[config.mk]
export PLATFORM = sky130hd
export DESIGN_NAME = fetch_queue_unit
export DESIGN_NICKNAME = d
export VERILOG_FILES = /design/src/rtl/fq_pkg.sv /design/src/rtl/fq_byte_queue.sv /design/src/rtl/fq_fetch_ctrl.sv /design/src/rtl/fetch_queue_unit.sv
export SDC_FILE = /design/constraint.sdc
export NUM_CORES = 1
export LEC_CHECK = 0
export CORE_ASPECT_RATIO = 0.6
export CORE_MARGIN = 4
export CORE_UTILIZATION = 40
export CTS_CLUSTER_DIAMETER = 120
export DETAILED_ROUTE_END_ITERATION = 6
export GPL_ROUTABILITY_DRIVEN = 1
export PLACE_DENSITY = 0.73
export SLEW_MARGIN = 20
export SYNTH_ARGS = -nofsm -noshare
export SYNTH_HDL_FRONTEND = slang
export SYNTH_SLANG_ARGS = --single-unit
[constraint.sdc]
create_clock -name clk -period 3.76 [get_ports clk]
set_input_delay 0.752 -clock clk [delete_from_list [all_inputs] [get_ports clk]]
set_output_delay 0.752 -clock clk [all_outputs]
set_load 0.01 [all_outputs]
[src/rtl/fq_pkg.sv]
package fq_pkg;
    localparam int unsigned SEG_W  = 16;
    localparam int unsigned PHYS_W = 20;

    typedef logic [SEG_W-1:0]  seg_t;
    typedef logic [PHYS_W-1:0] phys_t;

    // segment:offset pair
    typedef struct packed {
        seg_t seg;
        seg_t off;
    } far_ptr_t;

    typedef enum logic [1:0] {
        FQ_IDLE    = 2'd0,  // no request on the port
        FQ_BUSY    = 2'd1,  // request pending, data will be kept
        FQ_DISCARD = 2'd2   // request pending, data will be dropped
    } fetch_st_e;

    function automatic phys_t phys_of(input far_ptr_t p);
        phys_t base;
        base = {p.seg, 4'h0};
        return base + phys_t'(p.off);
    endfunction
endpackage

[src/rtl/fq_byte_queue.sv]
module fq_byte_queue #(
    parameter int unsigned DEPTH = 6,
    localparam int unsigned PW = $clog2(DEPTH),
    localparam int unsigned LW = $clog2(DEPTH + 1)
) (
    input  logic          clk,
    input  logic          rst,
    input  logic          clear_i,
    input  logic          push_i,
    input  logic [15:0]   push_word_i,
    input  logic          pop_i,
    output logic [7:0]    head_o,
    output logic [LW-1:0] count_o
);
    logic [7:0]    slot_q [DEPTH];
    logic [PW-1:0] rd_q, wr_q, wr_hi;
    logic [LW-1:0] cnt_q, cnt_d;
    logic          pop_ok;

    function automatic logic [PW-1:0] step(input logic [PW-1:0] p);
        return (p == PW'(DEPTH - 1)) ? '0 : p + 1'b1;
    endfunction

    assign wr_hi  = step(wr_q);
    assign pop_ok = pop_i && (cnt_q != '0);

    always_comb begin
        cnt_d = cnt_q;
        if (push_i) cnt_d = cnt_d + LW'(2);
        if (pop_ok) cnt_d = cnt_d - LW'(1);
    end

    always_ff @(posedge clk) begin
        if (rst || clear_i) begin
            rd_q  <= '0;
            wr_q  <= '0;
            cnt_q <= '0;
        end else begin
            if (push_i) wr_q <= step(wr_hi);
            if (pop_ok) rd_q <= step(rd_q);
            cnt_q <= cnt_d;
        end
    end

    // storage carries no reset; validity is tracked by the count
    always_ff @(posedge clk) begin
        if (push_i && !clear_i) begin
            slot_q[wr_q]  <= push_word_i[7:0];
            slot_q[wr_hi] <= push_word_i[15:8];
        end
    end

    assign head_o  = slot_q[rd_q];
    assign count_o = cnt_q;
endmodule

[src/rtl/fq_fetch_ctrl.sv]
module fq_fetch_ctrl
    import fq_pkg::*;
#(
    parameter seg_t RESET_SEG = 16'hFFFF
) (
    input  logic     clk,
    input  logic     rst,
    input  logic     flush_i,
    input  far_ptr_t flush_tgt_i,
    input  logic     space_ok_i,
    input  logic     mem_rdy_i,
    output logic     mem_req_o,
    output phys_t    mem_addr_o,
    output logic     push_o
);
    far_ptr_t  pc_q;
    fetch_st_e st_q;
    phys_t     addr_q;

    assign push_o     = (st_q == FQ_BUSY) && mem_rdy_i && !flush_i;
    assign mem_req_o  = (st_q != FQ_IDLE);
    assign mem_addr_o = addr_q;

    always_ff @(posedge clk) begin
        if (rst) begin
            pc_q   <= '{seg: RESET_SEG, off: '0};
            st_q   <= FQ_IDLE;
            addr_q <= '0;
        end else begin
            if (flush_i)     pc_q     <= flush_tgt_i;
            else if (push_o) pc_q.off <= pc_q.off + seg_t'(2);

            case (st_q)
                FQ_IDLE: begin
                    if (!flush_i && space_ok_i) begin
                        st_q   <= FQ_BUSY;
                        addr_q <= phys_of(pc_q);
                    end
                end
                FQ_BUSY: begin
                    if (mem_rdy_i)    st_q <= FQ_IDLE;
                    else if (flush_i) st_q <= FQ_DISCARD;
                end
                FQ_DISCARD: begin
                    if (mem_rdy_i) st_q <= FQ_IDLE;
                end
                default: st_q <= FQ_IDLE;
            endcase
        end
    end
endmodule

[src/rtl/fetch_queue_unit.sv]
module fetch_queue_unit
    import fq_pkg::*;
#(
    parameter int unsigned DEPTH     = 6,
    parameter seg_t        RESET_SEG = 16'hFFFF
) (
    input  logic                         clk,
    input  logic                         rst,
    input  logic                         flush_i,
    input  logic [15:0]                  flush_cs_i,
    input  logic [15:0]                  flush_ip_i,
    input  logic                         pop_i,
    output logic [7:0]                   byte_o,
    output logic                         empty_o,
    output logic [$clog2(DEPTH+1)-1:0]   level_o,
    output logic                         mem_req_o,
    output logic [19:0]                  mem_addr_o,
    input  logic                         mem_rdy_i,
    input  logic [15:0]                  mem_data_i
);
    localparam int unsigned LW = $clog2(DEPTH + 1);

    far_ptr_t      tgt;
    logic          push;
    logic          space_ok;
    logic [LW-1:0] count;

    assign tgt      = '{seg: flush_cs_i, off: flush_ip_i};
    assign space_ok = (count <= LW'(DEPTH - 2));

    fq_fetch_ctrl #(.RESET_SEG(RESET_SEG)) u_ctrl (
        .clk         (clk),
        .rst         (rst),
        .flush_i     (flush_i),
        .flush_tgt_i (tgt),
        .space_ok_i  (space_ok),
        .mem_rdy_i   (mem_rdy_i),
        .mem_req_o   (mem_req_o),
        .mem_addr_o  (mem_addr_o),
        .push_o      (push)
    );

    fq_byte_queue #(.DEPTH(DEPTH)) u_queue (
        .clk         (clk),
        .rst         (rst),
        .clear_i     (flush_i),
        .push_i      (push),
        .push_word_i (mem_data_i),
        .pop_i       (pop_i && !flush_i),
        .head_o      (byte_o),
        .count_o     (count)
    );

    assign level_o = count;
    assign empty_o = (count == '0);
endmodule

Yosys cells after proc, flatten, opt, wreduce, memory -nomap -nowiden --
Memories as Yosys holds them, arrays and structs flattened. A register that Yosys moved wholly into a read port is not among the register bits. Cells that the tools add are included.
Word-level totals: bits of input ports 53, logic and storage cells 55, bits in writable memories 48, flip-flop bits (word level) 63, output and inout port bits 33, memories 1
Operators by class: multiplexer cells 16, order comparisons 1, reductions and logical operators 15, equal/unequal tests 8, add/subtract/negate cells 7
Memories:
- u_queue.slot_q | words 6, bits a word 8, read ports 1, clocked after memory_dff 1, write ports 2, line fq_byte_queue.sv:15 | logic [7:0] slot_q [DEPTH];
Operators with widths (count):
- $mux W16 | 2
- $mux W3 | 7
- $add A20 B16 Y20 | 1
- $add A16 B2 Y16 const B | 1
- $add A3 B1 Y3 const B | 3
- $eq A3 B3 Y1 const B | 3
- $mux W2 | 4
- $logic_and A1 B1 Y1 | 6
- $pmux W2 S3 | 1
- $reduce_bool A2 Y1 | 2
- $add A3 B2 Y3 const B | 1
- $le A3 B3 Y1 const B | 1
- $logic_not A3 Y1 | 1
- $ne A3 B3 Y1 const B | 1
- $reduce_and A3 Y1 | 1
- $reduce_bool A3 Y1 | 1
- $sub A3 B1 Y3 const B | 1
- $eq A2 B1 Y1 const B | 1
- $eq A2 B2 Y1 const B | 1
- $logic_not A2 Y1 | 1
- $mux W1 | 2
- $ne A2 B1 Y1 const B | 1
- $ne A2 B2 Y1 const B | 1
- $reduce_and A2 Y1 | 1
- 2 further kinds | 2

Longest topological paths before layout --
word-level depth 6, mapped depth 8, depth with buffers taken out 8

Modules after synthesis --
Synthesis repeated with hierarchy kept, for this count alone.
Second synthesis, totals: cells, all modules 531, area, all modules 5781.8 um^2
Modules (own cells, without submodules):
- fq_byte_queue | cells each 197, area each 2954.1 um^2, seq. area each 1681.6 um^2, instances 1
- fq_fetch_ctrl | cells each 331, area each 2806.4 um^2, seq. area each 1081.0 um^2, instances 1
- fetch_queue_unit | cells each 3, area each 21.3 um^2, seq. area each 0.0 um^2, instances 1

Worst setup path after synthesis --
Ideal clock, no wire load.
path type input to register, start in flush_i, end mem u_queue.slot_q[2][0] (data pin), arrival 2.425 ns, data required time 3.500 ns, stages 6, setup slack 1.075 ns, buffers on the path 2, setup time 0.260 ns, cell sequence clkbuf_1 -> or3_4 -> nor3_2 -> and2_1 -> buf_4 -> mux2_2
RTL lines:
- start: declaration | line fetch_queue_unit.sv:9 | input logic flush_i,
- end: declaration | line fq_byte_queue.sv:15

==> impl_metrics.csv <==
group,metric,value,unit
detailed_routing,via_total_after_detailed_routing,4473,
floorplanning,core_area,13800,µm²
place,global_placer_s_final_weighted_congestion,0.927,
clocking,cts.clk_slew.worst_paths,0.06,ns
pwr,max-vdd-ir-drop,0.224,mV
yosys,synth.yosys.seq_area_share,48.4,%
final_layout,postLayoutCellArea,7350,µm²
clocking,cts-root-to-sink-buffers,2,
flow_run,count_of_max_cap_constraint_violations,0,
critical_path,worstSetupEndpointType,"primary output",
yosys,number_of_enable_flip_flop_cells_after_synthesis,48,
critical_path,path_buf_inv,1,
yosys,netlist_top_cells_area,"sky130_fd_sc_hd__edfxtp_1, sky130_fd_sc_hd__dfxtp_1, sky130_fd_sc_hd__mux2_2",
pwr,power-per-cell-area,472,nW/µm²
critical_path,kind_of_start_point_of_the_critical_path,"register",
sta,worst_slew_pin_slew,1.01,ns
place,placement.cell_area,6750,µm²
yosys,synthDominantCellAreaShare,25.2,%
critical_path,slowest_stage,"sky130_fd_sc_hd__dfxtp_1",
sta,final_setup_violations,0,
critical_path,critical_path_required,3.01,ns
floorplanning,floorplan.die.height,101,µm
detailed_routing,antenna_violating_nets_post_route,0,
clocking,cts_root_buf,"sky130_fd_sc_hd__clkbuf_16",
critical_path,worst-endpoint-arrival,2.58,ns
floorplanning,design.die.area,16300,µm²
global_route,initial_antenna_violation_count,0,
floorplanning,initial_core_util,41.4,%
global_route,number_of_global_route_vias_before_repair,4380,
place,portBuffers,85,
final_layout,num-fill-cells,1202,
floorplanning,io_pins,86,
clocking,postCtsSetupRepairBufs,0,
detailed_routing,avgRoutedWirePerCell,18.2,µm
yosys,yosys_warnings,0,
final_layout,post_route_cells_drive_above_1_share,17.5,%
sta,hold_ws,0.452,ns
clocking,postCtsResizedCells,0,
yosys,synth.cell_area,5710,µm²
yosys,synth-main-ff-cell,"sky130_fd_sc_hd__dfxtp_1",
yosys,yosys.area.top_type,"sky130_fd_sc_hd__edfxtp_1",
detailed_routing,vias_per_cell,5.42,
clocking,cts_tree,"yes",
sta,min_period_over_period,88.7,%
critical_path,worstSetupPathType,"register to primary output",
sta,highest_attainable_clock_frequency,0.300,GHz
final_layout,nNetsFinal,689,
global_route,grt_start_max_net_pins,36,
place,dp.final_hpwl,10800,µm
global_route,global_route.usage.total,18.7,%
sta,finalWorstPathRequiredPeriod,3.34,ns
clocking,postCtsHoldBufs,0,
clocking,cts-buffers-inserted,17,
floorplanning,die-width,162,µm
critical_path,worstPathMaxFanout,12,
floorplanning,rows,33,
critical_path,critPathMaxStageDelay,0.87,ns
yosys,synthesized_nets,603,
sta,finalMaxSlewViolations,0,
clocking,clock_tree.htree_level_count,4,
final_layout,area_growth_syn_to_layout,28.8,%
clocking,insertion_delay,0.41,ns
detailed_routing,initialDrtViolationCount,400,
yosys,synthCells,535,
pwr,power_leakage,2.68,nW
critical_path,worst_path_dominant_cell_family,"flip-flops",
final_layout,antenna_cells,0,
sta,tns,0,ns
yosys,synthesized_area_per_cell,10.7,µm²
detailed_routing,pre_antenna_drt_iters,5,
yosys,synth_cell_types,55,
sta,timing.max_slew.rel_slack,31.6,%
yosys,postSynth.asyncResetShare,0,%
detailed_routing,totalWireLength,15100,µm
sta,finalHoldViolations,0,
sta,rsz0062_at_grt,"no",
sta,finalClockSkew,0.00923,ns
critical_path,cp_cell_sequence,"mux4_2, nor2_1, a21oi_1, clkdlybuf4s50_1",
run_status,run_status,"finished, final reports clean",
yosys,number_of_flip_flops_and_latches_in_the_synthesized_netlist,114,
global_route,grt_remaining_overflow,0,
clocking,number_of_clock_sinks,114,
global_route,grt_first_pass_wirelength,23600,µm
detailed_routing,post-route-drc-count,0,
hold_path,min-delay-path-class,"register to register",
[worst min-delay path, delay by kind of cell (launching register included)]
family	cells	cell delay [ns]
compound gates	1	0.05
simple gates	1	0.05
flops	1	0.30
[per-layer routing]
layer / vias up / share of wire [%] / global-route usage, %
li1: 2109 / - / -
met1: 2146 / 48 / 28.0
met2: 204 / 42 / 26.9
met3: 14 / 8.5 / 4.86
met4: 0 / 0.93 / 4.55
met5: - / 0 / 0
[synth_stat cells, types with 3 or more instances]
master,number
sky130_fd_sc_hd__a211oi_1,8
sky130_fd_sc_hd__a21o_1,6
sky130_fd_sc_hd__a21oi_1,42
sky130_fd_sc_hd__a31oi_1,4
sky130_fd_sc_hd__and2_1,3
sky130_fd_sc_hd__and3_1,4
sky130_fd_sc_hd__buf_2,6
sky130_fd_sc_hd__clkbuf_1,17
sky130_fd_sc_hd__dfxtp_1,66
sky130_fd_sc_hd__edfxtp_1,48
sky130_fd_sc_hd__ha_1,14
sky130_fd_sc_hd__inv_1,5
sky130_fd_sc_hd__mux2_2,49
sky130_fd_sc_hd__mux2i_1,27
sky130_fd_sc_hd__mux4_2,8
sky130_fd_sc_hd__nand2_1,76
sky130_fd_sc_hd__nand3_1,15
sky130_fd_sc_hd__nand4_1,5
sky130_fd_sc_hd__nor2_1,39
sky130_fd_sc_hd__nor2b_1,4
sky130_fd_sc_hd__nor3_1,7
sky130_fd_sc_hd__nor3b_1,3
sky130_fd_sc_hd__o21ai_0,10
sky130_fd_sc_hd__o21bai_1,3
sky130_fd_sc_hd__xnor2_1,18
sky130_fd_sc_hd__xor2_1,6
[placed cells by master, fill, tap and decap left out, types with 3 or more instances in the layout]
master / n
sky130_fd_sc_hd__clkdlybuf4s50_1: 84
sky130_fd_sc_hd__nand2_1: 76
sky130_fd_sc_hd__dfxtp_1: 66
sky130_fd_sc_hd__mux2_2: 49
sky130_fd_sc_hd__edfxtp_1: 48
sky130_fd_sc_hd__a21oi_1: 42
sky130_fd_sc_hd__nor2_1: 39
sky130_fd_sc_hd__mux2i_1: 27
sky130_fd_sc_hd__xnor2_1: 18
sky130_fd_sc_hd__clkbuf_16: 17
sky130_fd_sc_hd__nand3_1: 15
sky130_fd_sc_hd__ha_1: 14
sky130_fd_sc_hd__o21ai_0: 10
sky130_fd_sc_hd__mux4_2: 8
sky130_fd_sc_hd__a211oi_1: 8
sky130_fd_sc_hd__buf_4: 8
sky130_fd_sc_hd__nor3_1: 7
sky130_fd_sc_hd__a21o_1: 6
sky130_fd_sc_hd__xor2_1: 6
sky130_fd_sc_hd__inv_1: 5
sky130_fd_sc_hd__nand4_1: 5
sky130_fd_sc_hd__and3_1: 4
sky130_fd_sc_hd__nor2b_1: 4
sky130_fd_sc_hd__a31oi_1: 4
sky130_fd_sc_hd__inv_6: 4
sky130_fd_sc_hd__and2_1: 3
sky130_fd_sc_hd__nor3b_1: 3
sky130_fd_sc_hd__o21bai_1: 3
sky130_fd_sc_hd__bufinv_16: 3
sky130_fd_sc_hd__clkinv_4: 3
[logic make-up (layout without fill, tap and decap cells)]
family / count (synthesis) / in the layout / share of synthesized area (%)
xor gates and xnor gates: 24 / 24 / 3.68
DFF: 114 / 114 / 48.4
and+or+nand+nor: 179 / 179 / 15.6
AOI/OAI and AO/OA: 85 / 85 / 8.92
muxes: 84 / 84 / 17.6
buffers and inverters: 34 / 133 / 2.43
adders and majority gates: 15 / 15 / 3.42
[final timing paths]
| kind | from | to | slack, ns | cells past startpoint |
|---|---|---|---|---|
| setup / recovery | register | byte_o[7] | 0.42 | 4 |
| hold / removal | u_ctrl.mem_addr_o[0]$_SDFFE_PP0P_ | u_ctrl.mem_addr_o[0]$_SDFFE_PP0P_ | 0.45 | 2 |
| setup reg to reg | u_ctrl.pc_q[4]$_SDFFE_PP0N_ | u_ctrl.mem_addr_o[18]$_SDFFE_PP0P_ | 1.01 | 8 |
| hold reg to reg | u_ctrl.mem_addr_o[0]$_SDFFE_PP0P_ | u_ctrl.mem_addr_o[0]$_SDFFE_PP0P_ | 0.45 | 2 |
[power breakdown]
| group | internal, mW | switching (mW) |
|---|---|---|
| registers | 1.34 | 0.0403 |
| clock network | 1.05 | 0.595 |
| logic | 0.220 | 0.228 |
[flip-flops by register name, indices dropped and copies added, names as in the netlist, named ones only]
register / count
u_queue.slot_q: 48
u_ctrl.pc_q: 32
u_ctrl.mem_addr_o: 20
u_queue.count_o: 3
u_queue.rd_q: 3
u_queue.wr_q: 3
u_ctrl.st_q: 2
[stage by stage]
stage          setup slack, ns  util (%)  instances  total power, mW
6_report                 0.423      53.3        826             3.47
5_1_grt                  0.214      53.3        826             3.60
3_3_place_gp             0.766      48.9        794             1.83
3_5_place_dp             0.683      48.9        794             1.84
4_1_cts                  0.410      53.3        826             3.49
2_1_floorplan             1.07         -        535             1.65
[layout make-up]
cell class                 instances  area [µm²]  share of cell area (%)
multi-input combinational        387        2810                    38.2
sequential                       114        2760                    37.6
timing repair buffer              93         906                    12.3
clock buffer                      17         425                    5.79
tap                              192         240                    3.27
clock inverter                    15         180                    2.45
inverter                           8        30.0                   0.408
Power figures use the tool's default switching activity.
